### src/rtl/pmc_pkg.sv
package pmc_pkg;
   typedef enum logic [2:0] {
      PM_RUN     = 3'd0,
      PM_FAST    = 3'd1,
      PM_LOWRUN  = 3'd2,
      PM_HALTA   = 3'd3,
      PM_HALTB   = 3'd4,
      PM_LOWHALT = 3'd5
   } pm_mode_e;

   localparam logic [1:0] RSEL_NORM = 2'b00;
   localparam logic [1:0] RSEL_LOW  = 2'b10;
   localparam logic [1:0] RSEL_FAST = 2'b11;
   localparam logic [2:0] HSEL_NORM = 3'b000;
   localparam logic [2:0] HSEL_LOW  = 3'b010;
   localparam logic [1:0] HVAR_A    = 2'b01;
   localparam logic [1:0] HVAR_B    = 2'b10;

   localparam int RSEL_LSB = 0;
   localparam int HSEL_LSB = 4;
   localparam int STAT_W   = 8;

   function automatic logic is_halt(pm_mode_e m);
      return (m == PM_HALTA) || (m == PM_HALTB) || (m == PM_LOWHALT);
   endfunction

   function automatic logic [STAT_W-1:0] stat_code(pm_mode_e m);
      logic [STAT_W-1:0] c;
      case (m)
         PM_FAST:   c = 8'h80;
         PM_LOWRUN: c = 8'h04;
         default:   c = 8'h01;
      endcase
      return c;
   endfunction
endpackage

### src/rtl/pmc_regs.sv
module pmc_regs
   import pmc_pkg::*;
#(
   parameter int ADDR_W   = 4,
   parameter int DATA_W   = 8,
   parameter int OFF_PERM = 0,
   parameter int OFF_SEL  = 1,
   parameter int OFF_VAR  = 2,
   parameter int OFF_STAT = 3,
   parameter bit RD_PIPE  = 1'b0
) (
   input  logic              clk,
   input  logic              rst_n,
   input  logic              wr_en,
   input  logic [ADDR_W-1:0] addr,
   input  logic [DATA_W-1:0] wdata,
   input  logic [STAT_W-1:0] stat,
   output logic [DATA_W-1:0] rdata,
   output logic              allow_fast,
   output logic              allow_low,
   output logic [2:0]        halt_sel,
   output logic [1:0]        halt_var,
   output logic              run_wr,
   output logic [1:0]        run_req
);
   localparam logic [ADDR_W-1:0] A_PERM = ADDR_W'(OFF_PERM);
   localparam logic [ADDR_W-1:0] A_SEL  = ADDR_W'(OFF_SEL);
   localparam logic [ADDR_W-1:0] A_VAR  = ADDR_W'(OFF_VAR);
   localparam logic [ADDR_W-1:0] A_STAT = ADDR_W'(OFF_STAT);

   logic [1:0] perm_q;
   logic [1:0] rsel_q;
   logic [2:0] hsel_q;
   logic [1:0] hvar_q;
   logic [DATA_W-1:0] rd_mux;

   assign run_wr     = wr_en && (addr == A_SEL);
   assign run_req    = wdata[RSEL_LSB +: 2];
   assign allow_fast = perm_q[0];
   assign allow_low  = perm_q[1];
   assign halt_sel   = hsel_q;
   assign halt_var   = hvar_q;

   always_ff @(posedge clk or negedge rst_n) begin
      if (!rst_n) begin
         perm_q <= '0;
         rsel_q <= '0;
         hsel_q <= '0;
         hvar_q <= '0;
      end else if (wr_en) begin
         if (addr == A_PERM) perm_q <= wdata[1:0];
         if (addr == A_SEL) begin
            rsel_q <= wdata[RSEL_LSB +: 2];
            hsel_q <= wdata[HSEL_LSB +: 3];
         end
         if (addr == A_VAR) hvar_q <= wdata[1:0];
      end
   end

   always_comb begin
      rd_mux = '0;
      if (addr == A_PERM) rd_mux[1:0] = perm_q;
      else if (addr == A_SEL) begin
         rd_mux[RSEL_LSB +: 2] = rsel_q;
         rd_mux[HSEL_LSB +: 3] = hsel_q;
      end
      else if (addr == A_VAR) rd_mux[1:0] = hvar_q;
      else if (addr == A_STAT) rd_mux[STAT_W-1:0] = stat;
   end

   generate
      if (RD_PIPE) begin : g_rd_reg
         logic [DATA_W-1:0] rd_q;
         always_ff @(posedge clk or negedge rst_n) begin
            if (!rst_n) rd_q <= '0;
            else        rd_q <= rd_mux;
         end
         assign rdata = rd_q;
      end else begin : g_rd_comb
         assign rdata = rd_mux;
      end
   endgenerate
endmodule

### src/rtl/pmc_fsm.sv
module pmc_fsm
   import pmc_pkg::*;
(
   input  logic       clk,
   input  logic       rst_n,
   input  logic       allow_fast,
   input  logic       allow_low,
   input  logic       run_wr,
   input  logic [1:0] run_req,
   input  logic [2:0] halt_sel,
   input  logic [1:0] halt_var,
   input  logic       wfi_deep,
   input  logic       wake_irq,
   output pm_mode_e   mode,
   output logic       from_run
);
   pm_mode_e mode_q, mode_d;
   logic     fr_q, fr_d;

   always_comb begin
      mode_d = mode_q;
      fr_d   = fr_q;
      case (mode_q)
         PM_RUN: begin
            if (run_wr && run_req == RSEL_FAST && allow_fast)
               mode_d = PM_FAST;
            else if (run_wr && run_req == RSEL_LOW && allow_low)
               mode_d = PM_LOWRUN;
            else if (wfi_deep && !run_wr) begin
               if (halt_sel == HSEL_NORM) begin
                  if (halt_var == HVAR_A)      mode_d = PM_HALTA;
                  else if (halt_var == HVAR_B) mode_d = PM_HALTB;
               end else if (halt_sel == HSEL_LOW && allow_low) begin
                  mode_d = PM_LOWHALT;
                  fr_d   = 1'b1;
               end
            end
         end
         PM_FAST: begin
            if (run_wr && run_req == RSEL_NORM) mode_d = PM_RUN;
         end
         PM_LOWRUN: begin
            if (run_wr) begin
               if (run_req == RSEL_NORM) mode_d = PM_RUN;
            end else if (wfi_deep && allow_low &&
                         (halt_sel == HSEL_NORM || halt_sel == HSEL_LOW)) begin
               mode_d = PM_LOWHALT;
               fr_d   = 1'b0;
            end
         end
         PM_HALTA, PM_HALTB: begin
            if (wake_irq) mode_d = PM_RUN;
         end
         PM_LOWHALT: begin
            if (wake_irq) begin
               mode_d = fr_q ? PM_RUN : PM_LOWRUN;
               fr_d   = 1'b0;
            end
         end
         default: mode_d = PM_RUN;
      endcase
   end

   always_ff @(posedge clk or negedge rst_n) begin
      if (!rst_n) begin
         mode_q <= PM_RUN;
         fr_q   <= 1'b0;
      end else begin
         mode_q <= mode_d;
         fr_q   <= fr_d;
      end
   end

   assign mode     = mode_q;
   assign from_run = fr_q;
endmodule

### src/rtl/pmc_status.sv
module pmc_status
   import pmc_pkg::*;
(
   input  logic              clk,
   input  logic              rst_n,
   input  pm_mode_e          mode,
   output logic [STAT_W-1:0] stat
);
   logic [STAT_W-1:0] stat_q;

   always_ff @(posedge clk or negedge rst_n) begin
      if (!rst_n)             stat_q <= 8'h01;
      else if (!is_halt(mode)) stat_q <= stat_code(mode);
   end

   assign stat = stat_q;
endmodule

### src/rtl/pwr_mode_ctrl.sv
module pwr_mode_ctrl
   import pmc_pkg::*;
#(
   parameter int ADDR_W   = 4,
   parameter int DATA_W   = 8,
   parameter int OFF_PERM = 0,
   parameter int OFF_SEL  = 1,
   parameter int OFF_VAR  = 2,
   parameter int OFF_STAT = 3,
   parameter bit RD_PIPE  = 1'b0
) (
   input  logic              clk,
   input  logic              rst_n,
   input  logic              bus_wr,
   input  logic [ADDR_W-1:0] bus_addr,
   input  logic [DATA_W-1:0] bus_wdata,
   output logic [DATA_W-1:0] bus_rdata,
   input  logic              wfi_deep,
   input  logic              wake_irq,
   output logic [2:0]        mode_o
);
   localparam int N_OFF = 2 ** ADDR_W;

   generate
      if (DATA_W < STAT_W) begin : g_bad_width
         $error("DATA_W must hold the status field");
      end
      if (OFF_PERM >= N_OFF || OFF_SEL >= N_OFF || OFF_VAR >= N_OFF || OFF_STAT >= N_OFF) begin : g_bad_off
         $error("register offset outside address range");
      end
      if (OFF_PERM == OFF_SEL || OFF_PERM == OFF_VAR || OFF_PERM == OFF_STAT ||
          OFF_SEL == OFF_VAR || OFF_SEL == OFF_STAT || OFF_VAR == OFF_STAT) begin : g_dup_off
         $error("register offsets must differ");
      end
   endgenerate

   logic              allow_fast_w, allow_low_w, run_wr_w, from_run_w;
   logic [1:0]        run_req_w, halt_var_w;
   logic [2:0]        halt_sel_w;
   logic [STAT_W-1:0] stat_w;
   pm_mode_e          mode_w;

   pmc_regs #(
      .ADDR_W(ADDR_W), .DATA_W(DATA_W), .OFF_PERM(OFF_PERM), .OFF_SEL(OFF_SEL),
      .OFF_VAR(OFF_VAR), .OFF_STAT(OFF_STAT), .RD_PIPE(RD_PIPE)
   ) u_regs (
      .clk(clk), .rst_n(rst_n), .wr_en(bus_wr), .addr(bus_addr), .wdata(bus_wdata),
      .stat(stat_w), .rdata(bus_rdata), .allow_fast(allow_fast_w), .allow_low(allow_low_w),
      .halt_sel(halt_sel_w), .halt_var(halt_var_w), .run_wr(run_wr_w), .run_req(run_req_w)
   );

   pmc_fsm u_fsm (
      .clk(clk), .rst_n(rst_n), .allow_fast(allow_fast_w), .allow_low(allow_low_w),
      .run_wr(run_wr_w), .run_req(run_req_w), .halt_sel(halt_sel_w), .halt_var(halt_var_w),
      .wfi_deep(wfi_deep), .wake_irq(wake_irq), .mode(mode_w), .from_run(from_run_w)
   );

   pmc_status u_stat (
      .clk(clk), .rst_n(rst_n), .mode(mode_w), .stat(stat_w)
   );

   assign mode_o = mode_w;
endmodule

### config.mk
export PLATFORM = sky130hd
export DESIGN_NAME = pwr_mode_ctrl
export DESIGN_NICKNAME = d
export VERILOG_FILES = /design/src/rtl/pmc_pkg.sv /design/src/rtl/pmc_regs.sv /design/src/rtl/pmc_fsm.sv /design/src/rtl/pmc_status.sv /design/src/rtl/pwr_mode_ctrl.sv
export SDC_FILE = /design/constraint.sdc
export NUM_CORES = 1
export LEC_CHECK = 0
export ABC_CLOCK_PERIOD_IN_PS = 3400
export BUFFER_PORTS_ARGS = -buffer_cell sky130_fd_sc_hd__buf_2
export CELL_PAD_IN_SITES_DETAIL_PLACEMENT = 0
export CELL_PAD_IN_SITES_GLOBAL_PLACEMENT = 2
export CORE_MARGIN = 2
export CORE_UTILIZATION = 32
export DETAILED_ROUTE_END_ITERATION = 10
export PLACE_DENSITY = 0.93
export SETUP_SLACK_MARGIN = 0.05
export SYNTH_ARGS = -nofsm -noshare
export SYNTH_HDL_FRONTEND = slang
export SYNTH_SLANG_ARGS = --single-unit
export TNS_END_PERCENT = 20
### constraint.sdc
create_clock -name clk -period 3.4 [get_ports clk]
set_input_delay 0.51 -clock clk [delete_from_list [all_inputs] [get_ports clk]]
set_output_delay 0.51 -clock clk [all_outputs]
set_load 0.02 [all_outputs]
==> results.rst <==
.. list-table::
   :header-rows: 1

   * - Metric
     - Value
   * - Initial antenna violation count
     - 0
   * - Share of the clock period used by the worst path
     - 58.7%
   * - Count of placed standard cells including taps
     - 180
   * - Post-detail-place hpwl
     - 1920 µm
   * - Overall routing resource usage
     - 14.2%
   * - Final setup TNS
     - 0 ps
   * - Ranking of synthesized cells by area
     - sky130_fd_sc_hd__dfrtp_1, sky130_fd_sc_hd__nand2_1, sky130_fd_sc_hd__mux2_2, sky130_fd_sc_hd__nor2_1, sky130_fd_sc_hd__nor3_1
   * - Setup repair after global routing missed its margin
     - false
   * - Via count normalized by instance count
     - 5.43
   * - Static power due to leakage
     - 0.551 nW
   * - Relative slew slack
     - 66.1%
   * - Final number of setup-violating endpoints
     - 0
   * - RR Startpoint
     - u_fsm.mode[1]$_DFFE_PN0P_
   * - CTS Buf Count
     - 3
   * - Horiz. Die Dim
     - 61.5 µm
   * - Top-level I/O count
     - 28
   * - Synthesis-to-finish area growth
     - 16.3%
   * - Hold violation total from the final report
     - 0
   * - Netlist area before placement
     - 0.00106 mm²
   * - Total inserted antenna cells
     - 0
   * - Cell Rows
     - 20
   * - Cells along the critical path
     - mux4_2 -> and2_1 -> buf_2
   * - Start point of the critical path
     - u_regs.perm_q[0]$_DFFE_PN0P_
   * - Die Y
     - 61.5 µm
   * - First-pass DRT Iterations
     - 4
   * - Worst clock skew
     - 1.07 ps
   * - Post-cts gate resize count
     - 0
   * - CTS HTree Levels
     - 1
   * - Wirelength, routed
     - 2560 µm
   * - Number of register bits inferred by synthesis
     - 16
   * - Global-route wire length before repair
     - 3990 µm
   * - Max IR drop VDD
     - 169 µV
   * - Overall via count from detail_route
     - 999
   * - Via count of the first global-routing pass
     - 868
   * - Worst path max stage delay
     - 450 ps
   * - Number of distinct library cell variants in the gate-level netlist after synthesis
     - 42
   * - CTS Root Buffer Type
     - sky130_fd_sc_hd__clkbuf_4
   * - Initial cell density of the core
     - 34.1%
   * - Endpoint type of the worst setup path
     - output port
   * - Worst R2R Setup Slack
     - 1720 ps
   * - Mean area per synthesized cell
     - 8.88 µm²
   * - DRC marker count from the first detailed-route iteration
     - 22
   * - Port buffer count
     - 23
   * - Max-slew violations
     - 0
   * - Most used flip-flop cell after synthesis
     - sky130_fd_sc_hd__dfrtp_1
   * - Buffer and inverter count on the worst path
     - 1
   * - DR WL/cell
     - 13.9 µm
   * - Clock tree from TritonCTS
     - done
   * - Dominant cell type by area after synthesis
     - sky130_fd_sc_hd__dfrtp_1
   * - Remaining number of nets flagged by the antenna check after routing
     - 0
   * - Highest attainable clock frequency
     - 501 MHz
   * - P per Cell Area
     - 566 mW/mm²
   * - Largest net degree at the start of global routing
     - 18
   * - Number of buffers added for setup after CTS
     - 0
   * - Transition time at the pin with the least slew margin
     - 508 ps
   * - Count leader, synth
     - sky130_fd_sc_hd__nand2_1
   * - Sequential cell area fraction in the yosys report
     - 38.0%
   * - Placement Setup Slack
     - 1290 ps
   * - Fill cell instance count of the final layout
     - 343
   * - CTS clk-pin slew, worst paths
     - 100 ps
   * - Post-CTS Hold Buffers
     - 0
   * - Final Wtd Congestion
     - 0.735
   * - Clock latency reported for the late side of the worst-skew pair
     - 290 ps
   * - Ranking of synthesized cells by instance count
     - sky130_fd_sc_hd__nand2_1, sky130_fd_sc_hd__dfrtp_1, sky130_fd_sc_hd__nor2_1, sky130_fd_sc_hd__inv_1, sky130_fd_sc_hd__nor3_1
   * - Global route overflow
     - 0
   * - Maximum number of buffers from clock root to sink
     - 2
   * - Max-cap check violation count
     - 0
   * - Layout cell share with drive strength beyond 1
     - 27.9%
   * - Number of warning messages in the yosys log
     - 0
   * - Setup crit start kind
     - flop
   * - Worst Reg2Reg Path Length in Cells
     - 5
   * - Largest fanout on the critical path
     - 5
   * - Path category of the worst min-delay check
     - input port to asynchronous set/reset pin
   * - Startpoint-to-endpoint class of the critical path
     - flop to output port
   * - Number of instances in the synthesized netlist
     - 119
   * - Top Family by Delay on Critical Path
     - multiplexers
   * - Result of the run
     - finished clean
   * - Core Region
     - 0.00310 mm²
   * - Standard cell with the maximum stage delay on the critical path
     - sky130_fd_sc_hd__mux4_2
   * - DRC
     - 0
   * - Die outline area
     - 0.00378 mm²
   * - # clock sinks
     - 16
   * - Number of nets in the layout
     - 159
   * - Final critical-path required period
     - 2000 ps
   * - Count of flip-flops with a built-in enable after synthesis
     - 0
   * - Post-synth ARST share
     - 100%
   * - Required arrival time at the worst endpoint
     - 2890 ps
   * - Slack of the critical path
     - 1400 ps
   * - Destination of the worst register-to-register timing path
     - u_fsm.mode[1]$_DFFE_PN0P_
   * - Synthesized net count
     - 137
   * - Top cell type's share of synthesized area
     - 35.5%
   * - Final cell count without fillers
     - 184
   * - CP Data Arrival Time
     - 1490 ps
-- logic make-up (layout without fill, tap and decap cells) --
family / Yosys count / in the layout / synth area share [%]
other: 1 / 1 / 0.355
adder cells (fa/ha/maj): 1 / 1 / 1.18
AO/OA/AOI/OAI: 25 / 25 / 17.5
buffers and inverters: 12 / 33 / 5.33
AND/OR/NAND/NOR: 53 / 53 / 25.3
XOR/XNOR: 1 / 1 / 0.829
multiplexers: 10 / 10 / 11.5
flip-flops: 16 / 16 / 38.0
-- placed cells by master (no fill, tap or decap), drive strengths merged --
| master | count |
|---|---|
| a21oi | 4 |
| or4 | 1 |
| dfrtp | 15 |
| o311ai | 1 |
| clkbuf | 4 |
| nor4 | 2 |
| xnor2 | 1 |
| mux2i | 2 |
| or2 | 1 |
| nor2 | 10 |
| and2 | 2 |
| conb | 1 |
| o211ai | 2 |
| inv | 6 |
| o21ai | 5 |
| o2111a | 1 |
| nand2b | 1 |
| buf | 23 |
| a31oi | 1 |
| a21o | 1 |
| mux2 | 7 |
| nand3b | 3 |
| nand4b | 1 |
| mux4 | 1 |
| and3 | 4 |
| dfstp | 1 |
| o22ai | 2 |
| ha | 1 |
| o32ai | 2 |
| a311oi | 1 |
| a32oi | 2 |
| nor2b | 1 |
| nor3 | 6 |
| nand2 | 18 |
| nand3 | 3 |
| o31ai | 3 |
-- registers in the layout (all words and copies together), names as in the netlist --
name / cells
u_stat.stat: 3
u_fsm.mode: 3
u_regs.halt_var: 2
u_regs.rsel_q: 2
u_fsm.from_run: 1
u_regs.halt_sel: 3
u_regs.perm_q: 2
-- per-layer routing --
metal / vias to the layer above / track usage, % / share of wire (%)
met4: 0 / 4.56 / 1.1
met5: - / 0 / 0
met3: 5 / 1.89 / 5.0
met2: 30 / 22.1 / 45
met1: 489 / 20.5 / 49
li1: 475 / - / -
-- report_power, final --
group | total, W | switching, W | internal [W]
registers | 0.000314 | 0.0000715 | 0.000242
clock network | 0.000132 | 0.0000668 | 0.0000652
logic | 0.000250 | 0.000139 | 0.000111
total | 0.000696 | 0.000278 | 0.000419
-- stage by stage --
stage	power (W)	util [%]	hold slack (ps)	area [µm²]
6_report	0.000696	39.6	121	1230
5_1_grt	0.000742	39.6	135	1230
3_5_place_dp	0.000571	38.5	453	1190
3_3_place_gp	0.000563	38.5	448	1190
4_1_cts	0.000701	39.6	130	1230
2_1_floorplan	0.000495	-	214	1060
-- how the worst max path moves through the flow --
stage                                      endpoint  slack (ps)  cells past startpoint
after global routing                   bus_rdata[0]        1350                      3
after global placement    u_fsm.mode[2]$_DFFE_PN0P_        1340                      6
after CTS                              bus_rdata[0]        1390                      3
after detailed placement  u_fsm.mode[2]$_DFFE_PN0P_        1290                      6
after floorplan                        bus_rdata[2]        1520                      3
final                                  bus_rdata[0]        1400                      3
-- cell type report --
type | instances | area (µm²) | share of cell area (%)
Clock buffer | 4 | 36.3 | 2.95
Inverter | 6 | 22.5 | 1.83
Multi-Input combinational cell | 91 | 599 | 48.7
Sequential cell | 16 | 402 | 32.7
Tap cell | 44 | 55.1 | 4.48
Timing Repair Buffer | 23 | 115 | 9.36
Note: power is estimated with default switching activity, not from simulation.
